--- src/rtl/seqdet_pkg.sv ---
package seqdet_pkg;

   localparam int MOORE_NSTATES = 5;
   localparam int MEALY_NSTATES = 4;
   localparam int MOORE_SW      = $clog2(MOORE_NSTATES);
   localparam int MEALY_SW      = $clog2(MEALY_NSTATES);

   // history-named states: what part of 1,1,0,1 has been seen
   typedef enum logic [MOORE_SW-1:0] {
      MO_NONE = 3'd0,
      MO_ONE  = 3'd1,
      MO_ONE2 = 3'd2,
      MO_ZERO = 3'd3,
      MO_HIT  = 3'd4
   } moore_st_t;

   typedef enum logic [MEALY_SW-1:0] {
      ME_NONE = 2'd0,
      ME_ONE  = 2'd1,
      ME_ONE2 = 2'd2,
      ME_ZERO = 2'd3
   } mealy_st_t;

endpackage

--- src/rtl/seqdet_moore.sv ---
module seqdet_moore
   import seqdet_pkg::*;
#(
   parameter int MOORE_ONEHOT = 0
) (
   input  logic clk,
   input  logic clr,
   input  logic din,
   output logic det
);

   if (MOORE_ONEHOT != 0 && MOORE_ONEHOT != 1) begin : g_bad_enc
      $error("seqdet_moore: MOORE_ONEHOT must be 0 or 1");
   end

   if (MOORE_ONEHOT == 1) begin : g_onehot
      logic [MOORE_NSTATES-1:0] oh_q, oh_d;

      always_comb begin
         oh_d[MO_NONE] = (oh_q[MO_NONE] | oh_q[MO_ONE] | oh_q[MO_ZERO] | oh_q[MO_HIT]) & ~din;
         oh_d[MO_ONE]  = oh_q[MO_NONE] & din;
         oh_d[MO_ONE2] = (oh_q[MO_ONE] | oh_q[MO_ONE2] | oh_q[MO_HIT]) & din;
         oh_d[MO_ZERO] = oh_q[MO_ONE2] & ~din;
         oh_d[MO_HIT]  = oh_q[MO_ZERO] & din;
      end

      always_ff @(posedge clk or posedge clr) begin
         if (clr) oh_q <= MOORE_NSTATES'(1);
         else     oh_q <= oh_d;
      end

      assign det = oh_q[MO_HIT];


      onehot_valid_chk: assert property (@(posedge clk) disable iff (clr)
         $countones(oh_q) == 1);
   end else begin : g_binary
      moore_st_t st_q, st_d;

      always_comb begin
         unique case (st_q)
            MO_NONE: st_d = din ? MO_ONE  : MO_NONE;
            MO_ONE:  st_d = din ? MO_ONE2 : MO_NONE;
            MO_ONE2: st_d = din ? MO_ONE2 : MO_ZERO;
            MO_ZERO: st_d = din ? MO_HIT  : MO_NONE;
            MO_HIT:  st_d = din ? MO_ONE2 : MO_NONE;
            default: st_d = MO_NONE;
         endcase
      end

      always_ff @(posedge clk or posedge clr) begin
         if (clr) st_q <= MO_NONE;
         else     st_q <= st_d;
      end

      assign det = (st_q == MO_HIT);


      legal_state_chk: assert property (@(posedge clk) disable iff (clr)
         st_q <= MO_HIT);
   end


   moore_single_chk: assert property (@(posedge clk) disable iff (clr)
      det |=> !det);

endmodule

--- src/rtl/seqdet_mealy.sv ---
module seqdet_mealy
   import seqdet_pkg::*;
(
   input  logic clk,
   input  logic clr,
   input  logic din,
   output logic det,
   output logic det_q
);

   mealy_st_t st_q, st_d;

   always_comb begin
      det = 1'b0;
      unique case (st_q)
         ME_NONE: st_d = din ? ME_ONE  : ME_NONE;
         ME_ONE:  st_d = din ? ME_ONE2 : ME_NONE;
         ME_ONE2: st_d = din ? ME_ONE2 : ME_ZERO;
         ME_ZERO: begin
            st_d = din ? ME_ONE : ME_NONE;
            det  = din;
         end
         default: st_d = ME_NONE;
      endcase
   end

   always_ff @(posedge clk or posedge clr) begin
      if (clr) st_q <= ME_NONE;
      else     st_q <= st_d;
   end

   always_ff @(posedge clk or posedge clr) begin
      if (clr) det_q <= 1'b0;
      else     det_q <= det;
   end


   hit_resume_chk: assert property (@(posedge clk) disable iff (clr)
      det |=> (st_q == ME_ONE));

endmodule

--- src/rtl/seqdet_dual.sv ---
module seqdet_dual
   import seqdet_pkg::*;
#(
   parameter int MOORE_ONEHOT = 0
) (
   input  logic clk,
   input  logic clr,
   input  logic din,
   output logic det_moore,
   output logic det_mealy,
   output logic det_mealy_q
);

   seqdet_moore #(.MOORE_ONEHOT(MOORE_ONEHOT)) moore_i (
      .clk (clk),
      .clr (clr),
      .din (din),
      .det (det_moore)
   );

   seqdet_mealy mealy_i (
      .clk   (clk),
      .clr   (clr),
      .din   (din),
      .det   (det_mealy),
      .det_q (det_mealy_q)
   );


   moore_follows_chk: assert property (@(posedge clk) disable iff (clr)
      det_mealy |=> det_moore);


   moore_cause_chk: assert property (@(posedge clk) disable iff (clr)
      det_moore |-> $past(det_mealy));


   reg_copy_match_chk: assert property (@(posedge clk) disable iff (clr)
      det_mealy_q == det_moore);

endmodule

--- config.mk ---
export PLATFORM = sky130hd
export DESIGN_NAME = seqdet_dual
export DESIGN_NICKNAME = d
export VERILOG_FILES = /design/src/rtl/seqdet_pkg.sv /design/src/rtl/seqdet_moore.sv /design/src/rtl/seqdet_mealy.sv /design/src/rtl/seqdet_dual.sv
export SDC_FILE = /design/constraint.sdc
export NUM_CORES = 1
export LEC_CHECK = 0
export ABC_AREA = 1
export BUFFER_PORTS_ARGS = -buffer_cell sky130_fd_sc_hd__buf_2
export CAP_MARGIN = 20
export CELL_PAD_IN_SITES_DETAIL_PLACEMENT = 1
export CELL_PAD_IN_SITES_GLOBAL_PLACEMENT = 2
export CORE_AREA = 2 2 39 41
export CTS_BUF_LIST = sky130_fd_sc_hd__clkbuf_2 sky130_fd_sc_hd__clkbuf_4 sky130_fd_sc_hd__clkbuf_8
export DETAILED_ROUTE_END_ITERATION = 10
export DIE_AREA = 0 0 41 43
export PLACE_DENSITY = 0.59
export SLEW_MARGIN = 10
export SYNTH_ARGS = -nofsm -noshare
export SYNTH_HDL_FRONTEND = slang
export SYNTH_HIERARCHICAL = 1
export SYNTH_SLANG_ARGS = --single-unit
--- constraint.sdc ---
create_clock -name clk -period 0.98 [get_ports clk]
set_input_delay 0.049 -clock clk [delete_from_list [all_inputs] [get_ports clk]]
set_output_delay 0.049 -clock clk [all_outputs]
set_load 0.02 [all_outputs]
# Word level (Yosys, flattened, before mapping)
# Index checks and enable logic that the tools add are counted.
# word_totals
register_bits,6
input_bits,3
out_inout_bits,3
wordCells,24
# op_classes
eq_ne,7
n_mux,10
n_reduce_logical,4
# op_table
cell,count
$pmux 3 s4,1
$eq 3x2->1 const B,2
$pmux 2 s3,1
$mux 1,5
$eq 2x2->1 const B,2
$mux 2,2
$reduce_or 2->1,2
$eq 3x1->1 const B,1
$eq 3x3->1 const B,1
$logic_not 3->1,1
$mux 3,1
$eq 2x1->1 const B,1
$logic_not 2->1,1

# Depth between registers and ports, before layout
# Gate-level depths: netlist of run 1.
# logic_depth
depth_word,3
depth_mapped,5
ltp_nobuf,5

# By module
# Netlist of run 1, hierarchy kept.
# modules_own_cells
mod,instances,cells_each,area_per_inst_um2
seqdet_mealy,1,19,161.4
seqdet_moore,1,20,152.6

# Worst setup path before layout of run 1
# No wires, ideal clock.
# synth_path
kind,register -> output
startpoint,register moore_i.g_binary.st_q[1]
endpoint,output det_moore
arrival_time_ps,896
setup_slack_ps,35
stages_incl_launch_ff,2
path_buffers,0
cell_sequence,dfrtp_1 -> nor3_1
# synth_between
elab_chain_len,1
# synth_rtl
element,line_no,rtl
start: declaration,seqdet_moore.sv:38,"moore_st_t st_q, st_d;"
start signal: assignment,seqdet_moore.sv:53,else st_q <= st_d;
$eq 3x3->1,seqdet_moore.sv:56,assign det = (st_q == MO_HIT);
end: declaration,seqdet_dual.sv:9,"output logic det_moore,"
# Every way passes these cells.

# Worst setup path in the final report of run 1
# layout_path
startpoint,register mealy_i.st_q[0]
endpoint,output det_mealy
# layout_between
elab_chain_len,2
# layout_rtl
element,line_no,rtl
start: declaration,seqdet_mealy.sv:11,"mealy_st_t st_q, st_d;"
start signal: assignment,seqdet_mealy.sv:29,else st_q <= st_d;
$eq 2x2->1,seqdet_mealy.sv:15,unique case (st_q)
$mux 1,seqdet_mealy.sv:15,
end: declaration,seqdet_dual.sv:10,"output logic det_mealy,"
# Every way passes these cells.

==> flow_summary.yaml, run 1 <==
power_and_ir_drop:
  clockPowerShare: 0.196
  power.leakage_nw: 0.273
  swShare: 0.386
  power_density_nw_per_um2: 2510
  comb_power_share: 0.470
  p_sw_mw: 0.461
  internal_power_mw: 0.732
  seqPwrFrac: 0.334
  ir_drop_v: 0.000797
detailed_routing:
  final_antenna_net_count: 0
  wl_um: 815
  num_vias: 297
  wl_per_cell_um: 11.5
  first_pass_iters: 1
  drc_errors: 0
  drt_iter0_markers: 0
  via_per_inst: 4.18
cells_and_area:
  postLayoutCellArea_um2: 475
  drive_gt1_frac: 0.509
  fill_cells: 173
  nets: 63
  regArea_um2: 150
  layout_common_cells: "nand2_1, buf_4, inv_2, dfrtp_1, inv_1"
  multiInputGateArea_um2: 145
  final_common_cell: "nand2_1"
  num_antenna_cells: 0
  area_growth_pct: 51.4
global_routing:
  grt-ovfl-total: 0
  antenna_found_initial: 0
  grt_pass1_wl_mm: 1.42
  grtUsageTotal: 0.129
  grt_pass1_vias: 341
  grt_max_degree: 8
cts:
  cts_tree: "built"
  htree_levels: 1
  clk_pin_slew_worst_paths_ns: 0.05
  clk_path_buf_depth: 2
  clk_latency_ns: 0.25
  root_buffer: "clkbuf_4"
  numCtsBuffers: 3
  cts_sinks: 6
logic_synthesis:
  syn_nets: 45
  syn_avg_cell_area_um2: 8.05
  yosysSeqAreaShare: 0.478
  syn_area_um2: 314
  yosysWarnings: 6
  synth_top_area_share: 0.478
  synth-seq-cells: 6
  yosys.area.top_type: "dfrtp_1"
  synthCells: 39
  synth_cell_types: 11
  synth_area_leaders: "dfrtp_1, nand2_1, ha_1"
sta:
  slew_headroom: 0.903
  drv_slew: 0
  worst_slack_ns: -0.119
  finalHoldViolations: 0
  clock_skew_ns: 0.00495
  clock.fmax_mhz: 910
  min_period_over_period: 1.12
  rsz0062_at_grt: "true"
  finalSetupViolCount: 3
  holdWs_ns: 0.106
  tightest_slew_ns: 0.145
  fin_crit_ns: 1.10
placed_design:
  post-dp-hpwl_um: 579
  io_buffer_count: 5
  placedInstanceArea_um2: 359
  gp_congestion: 0.595
floorplanning:
  die_area_um2: 1760
  core_area_um2: 1380
  initial_core_util: 0.227
  ioPinCount: 6
  core.rowCount: 14
  dieWidth_um: 41
  dieHeight_um: 43
status:
  status: "complete, but fails checks"
  violations: "setup timing"
worst_setup_path:
  startpoint_type: "flip-flop"
  worstPathArrival_ns: 1.05
  critPathKind: "reg2out"
  endpoint_kind: "output port"
  path_max_fanout: 2
  critPathRequiredTime_ns: 0.93
  r2r_slack_ns: -0.05
run:
  cap_viol_max_count: 0
worst_hold_path:
  hp-class: "in2reg"
==> worst max-delay path, stage by stage, from the launching register on <==
cell and delay (ns):
dfrtp_1 0.39, ha_2 0.20, nand2_2 0.06, inv_2 0.04, buf_6 0.12
==> registers in the layout, indices dropped and copies added (netlist names) <==
register               cells
mealy_i/st_q               2
mealy_i/det_q              1
moore_i/g_binary.st_q      3
==> cells by family (layout without fill, tap and decap cells) <==
| family | after synthesis | count (layout) | share of synthesized area |
|---|---|---|---|
| flops | 6 | 6 | 0.478 |
| simple gates | 19 | 19 | 0.271 |
| buf+inv | 11 | 27 | 0.131 |
| fa+ha+maj | 3 | 3 | 0.120 |
==> through the flow <==
stage                util  setup TNS (ns)  setup slack [ns]  power (mW)  cells
finish              0.344          -0.203            -0.119        1.19     71
global route        0.344          -0.431            -0.167        1.31     71
CTS                 0.324          -0.241            -0.133        1.13     69
detailed placement  0.259               0            0.0222       0.762     60
global placement    0.259               0            0.0884       0.711     60
floorplan               -               0            0.0348       0.648     39
==> layout make-up <==
class | count | share of cell area
flip-flops and latches | 6 | 0.316
multi-input cells | 22 | 0.305
repair buffers | 13 | 0.203
inverters | 11 | 0.0868
clock buffers | 3 | 0.0474
well taps | 16 | 0.0421
==> cells in the mapped netlist <==
master / count
dfrtp_1: 6
ha_1: 3
inv_1: 8
inv_2: 3
nand2_1: 12
nand2_2: 1
nand3_1: 1
nor2_1: 2
nor2_2: 1
nor3_1: 1
nor3_2: 1
==> final timing paths <==
kind | startpoint | depth (start not counted) | to
worst max-delay path | mealy_i/st_q[0] | 4 | det_mealy
worst min-delay path | din | 3 | mealy_i/st_q[0]
worst max register to register | mealy_i/st_q[0] | 5 | mealy_i/st_q[0]
worst min register to register | moore_i/g_binary.st_q[0] | 3 | moore_i/g_binary.st_q[1]
max in group asynchronous | clr | 3 | mealy_i/det_q
min in group asynchronous | clr | 3 | moore_i/g_binary.st_q[2]
==> what timing repair did <==
action                                  CTS  global route
setup buffers                             5             2
hold endpoints to repair                  6             0
pin swaps                                 2             3
hold buffers                              1             0
gates resized for setup                   8             3
gates cloned                              0             0
endpoints found under the setup margin    2             4
==> power by group through the flow <==
stage / Clock (mW) / Sequential [mW] / Combinational, mW
floorplan: 0 / 0.406 / 0.242
global placement: 0 / 0.406 / 0.305
detailed placement: 0 / 0.420 / 0.341
CTS: 0.249 / 0.398 / 0.486
global route: 0.257 / 0.413 / 0.635
finish: 0.234 / 0.398 / 0.561
==> metal layers <==
metal / global-route usage / vias up / part of all wire
met1: 0.130 / 146 / 0.36
met5: 0 / - / 0
met3: 0.0157 / 2 / 0.026
met4: 0.120 / 0 / 0.023
met2: 0.209 / 6 / 0.59
li1: - / 143 / -
No activity file was read; power rests on OpenSTA's default activity.
==> run 2: changes to the inputs <==
clock period = 1.05 ns   (was 0.98 ns; I/O delays follow)
==> flow_summary.yaml, run 2 (synthesis gave the netlist of run 1 again) <==
status:
  status: "complete, but fails checks"
  violations: "setup timing"
detailed_routing:
  final_antenna_net_count: 0
  drt_iter0_markers: 1
  wl_um: 789
  first_pass_iters: 2
  num_vias: 284
  drc_errors: 0
  via_per_inst: 4.12
  wl_per_cell_um: 11.4
placed_design:
  io_buffer_count: 5
  post-dp-hpwl_um: 540
  placedInstanceArea_um2: 359
  gp_congestion: 0.585
  placed_cells: 60
cts:
  clk_latency_ns: 0.25
  clk_pin_slew_worst_paths_ns: 0.05
  cts_tree: "built"
  cts_sinks: 6
  numCtsBuffers: 3
  clk_path_buf_depth: 2
  htree_levels: 1
  root_buffer: "clkbuf_4"
sta:
  min_period_over_period: 1.05
  rsz0062_at_grt: "true"
  holdWs_ns: 0.107
  clock.fmax_mhz: 911
  finalSetupViolCount: 1
  finalHoldViolations: 0
  slew_headroom: 0.903
  fin_crit_ns: 1.10
  clock_skew_ns: 0.00534
  worst_slack_ns: -0.0477
  tightest_slew_ns: 0.146
  drv_slew: 0
worst_setup_path:
  startpoint_type: "flip-flop"
  worstPathArrival_ns: 1.05
  endpoint_kind: "output port"
  critPathKind: "reg2out"
  critPathRequiredTime_ns: 1.00
  path_max_fanout: 2
power_and_ir_drop:
  power.leakage_nw: 0.262
  power_mw: 1.07
  power_density_nw_per_um2: 2320
  ir_drop_v: 0.000811
global_routing:
  grt_pass1_wl_mm: 1.32
  grt-ovfl-total: 0
  grt_pass1_vias: 321
  antenna_found_initial: 0
  grtUsageTotal: 0.122
  grt_max_degree: 8
floorplanning:
  core.rowCount: 14
  dieHeight_um: 43
  ioPinCount: 6
  core_area_um2: 1380
  die_area_um2: 1760
  initial_core_util: 0.227
  dieWidth_um: 41
cells_and_area:
  final_common_cell: "nand2_1"
  largest_reg_flops: 3
  num_antenna_cells: 0
  layout_common_cells: "nand2_1, inv_1, dfrtp_1, buf_4, inv_2"
  drive_gt1_frac: 0.472
  utilization: 0.333
  nets: 61
  regMostFlops: "moore_i/g_binary.st_q"
  area_growth_pct: 46.6
  postLayoutCellArea_um2: 460
  final_cells: 69
  largest_registers: "moore_i/g_binary.st_q (3), mealy_i/st_q (2), mealy_i/det_q (1)"
  fill_cells: 181
worst_hold_path:
  hp-class: "in2reg"
run:
  cap_viol_max_count: 0
[run 2: changes by cell type in the layout (fill, tap and decap cells not counted)]
cell	before	now
buf_4	8	6
inv_1	5	6
inv_2	6	5
[run 2: final timing paths]
kind | from | endpoint | slack [ns] | depth (start not counted)
setup / recovery | mealy_i/st_q[0] | det_mealy | -0.05 | 4
hold / removal | din | mealy_i/st_q[0] | 0.11 | 3
setup reg to reg | mealy_i/st_q[0] | mealy_i/st_q[0] | 0.01 | 5
hold reg to reg | moore_i/g_binary.st_q[0] | moore_i/g_binary.st_q[2] | 0.58 | 2
max in group asynchronous | clr | mealy_i/det_q | 0.67 | 3
min in group asynchronous | clr | moore_i/g_binary.st_q[1] | 0.22 | 3
[run 2: area by class of cell]
class	instances	area, um^2	share of cell area
Tap cell	16	20.0	0.0435
Sequential cell	6	150	0.326
Multi-Input combinational cell	22	145	0.315
Inverter	11	41.3	0.0897
Timing Repair Buffer	11	81.3	0.177
Clock buffer	3	22.5	0.0489
[run 2: layer usage]
| metal | routed length (um) | GRT usage |
|---|---|---|
| met1 | 268 | 0.116 |
| met2 | 485 | 0.194 |
| met3 | 24 | 0.0314 |
| met4 | 10 | 0.120 |
| met5 | 0 | 0 |
[run 2: where the power goes]
part | internal [mW] | switching [mW]
Clock | 0.130 | 0.0876
Sequential | 0.311 | 0.0631
Combinational | 0.211 | 0.265
Total | 0.652 | 0.416
[run 2: through the flow]
stage	setup slack, ns	TNS [ns]
2_1_floorplan	0.101	0
3_3_place_gp	0.164	0
3_5_place_dp	0.107	0
4_1_cts	-0.0412	-0.0412
5_1_grt	-0.0885	-0.193
6_report	-0.0477	-0.0477
[run 2: worst max-delay path, cell delays in order, from the launching register on]
cell     delay [ns]
dfrtp_1        0.39
ha_2           0.19
nand2_2        0.06
inv_2          0.04
buf_6          0.12
[run 2: repair_timing]
action,in CTS,in global routing
buffers inserted,4,1
hold buffers,1,0
endpoints found under the hold margin,6,0
endpoints found under the setup margin,2,4
gates resized for setup,7,3
pin swaps,1,1
==> run 3: changes to the inputs <==
SETUP_SLACK_MARGIN = 0.1   (was not set)
clock period = 1.2 ns   (was 1.05 ns; I/O delays follow)
==> flow_summary.yaml, run 3 (synthesis gave the netlist of run 1 again) <==
floorplanning:
  dieWidth_um: 41
  core_area_um2: 1380
  core.rowCount: 14
  initial_core_util: 0.227
  dieHeight_um: 43
  die_area_um2: 1760
  ioPinCount: 6
sta:
  clock.fmax_mhz: 914
  clock_skew_ns: 0.00159
  fin_crit_ns: 1.09
  finalSetupViolCount: 0
  tightest_slew_ns: 0.138
  rsz0062_at_grt: "true"
  setup_tns_ns: 0
  slew_headroom: 0.908
  drv_slew: 0
  min_period_over_period: 0.912
  finalHoldViolations: 0
global_routing:
  grt_max_degree: 8
  antenna_found_initial: 0
  grt_pass1_vias: 278
  grt-ovfl-total: 0
  grtUsageTotal: 0.0942
  grt_pass1_wl_mm: 1.13
detailed_routing:
  drt_iter0_markers: 2
  wl_um: 649
  first_pass_iters: 4
  num_vias: 269
  drc_errors: 0
  final_antenna_net_count: 0
  wl_per_cell_um: 9.83
  via_per_inst: 4.08
cells_and_area:
  regArea_um2: 151
  num_antenna_cells: 0
  largest_reg_flops: 3
  largest_registers: "moore_i/g_binary.st_q (3), mealy_i/st_q (2), mealy_i/det_q (1)"
  multiInputGateArea_um2: 135
  area_growth_pct: 36.7
  regMostFlops: "moore_i/g_binary.st_q"
  fill_cells: 162
  layout_common_cells: "nand2_1, inv_1, dfrtp_1"
  drive_gt1_frac: 0.440
  final_common_cell: "nand2_1"
  nets: 58
cts:
  cts_tree: "built"
  numCtsBuffers: 3
  htree_levels: 1
  clk_pin_slew_worst_paths_ns: 0.05
  clk_path_buf_depth: 2
  clk_latency_ns: 0.23
  root_buffer: "clkbuf_4"
  cts_sinks: 6
worst_setup_path:
  worstPathArrival_ns: 1.03
  startpoint_type: "flip-flop"
  r2r_end: "mealy_i/st_q[1]"
  r2r-start: "mealy_i/st_q[1]"
  r2r_slack_ns: 0.18
  endpoint_kind: "output port"
  critPathRequiredTime_ns: 1.14
  reg2reg_depth: 6
  crit_path_end: "det_mealy"
  path_max_fanout: 2
  worstSetupStartpoint: "mealy_i/st_q[1]"
  critPathKind: "reg2out"
run:
  cap_viol_max_count: 0
worst_hold_path:
  hp-class: "in2reg"
placed_design:
  gp_congestion: 0.583
  post-dp-hpwl_um: 545
  io_buffer_count: 5
power_and_ir_drop:
  power.leakage_nw: 0.246
  ir_drop_v: 0.000603
  power_mw: 0.856
  power_density_nw_per_um2: 1990
status:
  status: "completed"
==> run 3: cell count changes in the layout (fill, tap and decap cells not counted), sizes merged <==
| cell | previous run | this run |
|---|---|---|
| buf | 10 | 7 |
==> run 3: critical path: stages (launching register included) <==
cell	delay, ns
dfrtp_1	0.40
ha_2	0.19
nand2_2	0.05
inv_2	0.04
buf_6	0.12
==> run 3: area by class of cell <==
class	count	area share
Sequential cell	6	0.353
Clock buffer	3	0.0525
Tap cell	16	0.0466
Timing Repair Buffer	8	0.137
Inverter	11	0.0962
Multi-Input combinational cell	22	0.315
==> run 3: stage by stage <==
| stage | instance area [um^2] | setup slack [ns] | hold slack, ns | std cells | utilization |
|---|---|---|---|---|---|
| 5_1_grt | 429 | 0.0670 | 0.123 | 66 | 0.310 |
| 4_1_cts | 417 | 0.0889 | 0.118 | 66 | 0.301 |
| 6_report | 429 | 0.106 | 0.120 | 66 | 0.310 |
| 3_5_place_dp | 359 | 0.265 | -0.0580 | 60 | 0.259 |
| 3_3_place_gp | 359 | 0.306 | -0.0664 | 60 | 0.259 |
| 2_1_floorplan | 314 | 0.244 | -0.186 | 39 | - |
==> run 3: timing repair <==
action,in CTS,in global routing
hold endpoints to repair,6,0
gates resized for setup,3,6
endpoints found under the setup margin,2,3
pin swaps,0,2
setup buffers,2,0
hold buffers,1,0
==> run 3: routing by layer <==
metal / track usage / part of all wire / vias to the layer above / routed length [um]
met4: 0.0400 / 0 / 0 / 0
met3: 0.0157 / 0.032 / 0 / 21
met2: 0.169 / 0.59 / 4 / 382
met1: 0.0993 / 0.38 / 131 / 246
met5: 0 / 0 / - / 0
li1: - / - / 134 / -
==> run 3: report_power, final <==
group          internal (mW)  switching, mW  total (mW)
combinational          0.145          0.189       0.334
sequential             0.275         0.0658       0.341
clock                  0.113         0.0684       0.181
total                  0.533          0.323       0.856
==> run 3: worst min path at each step <==
stage | depth (start not counted) | startpoint | to | slack (ns)
2_1_floorplan | 1 | clr | mealy_i/det_q | -0.19
3_3_place_gp | 2 | clr | moore_i/g_binary.st_q[1] | -0.07
3_5_place_dp | 2 | clr | moore_i/g_binary.st_q[0] | -0.06
4_1_cts | 3 | din | mealy_i/st_q[0] | 0.12
5_1_grt | 3 | din | mealy_i/det_q | 0.12
6_report | 3 | din | mealy_i/det_q | 0.12
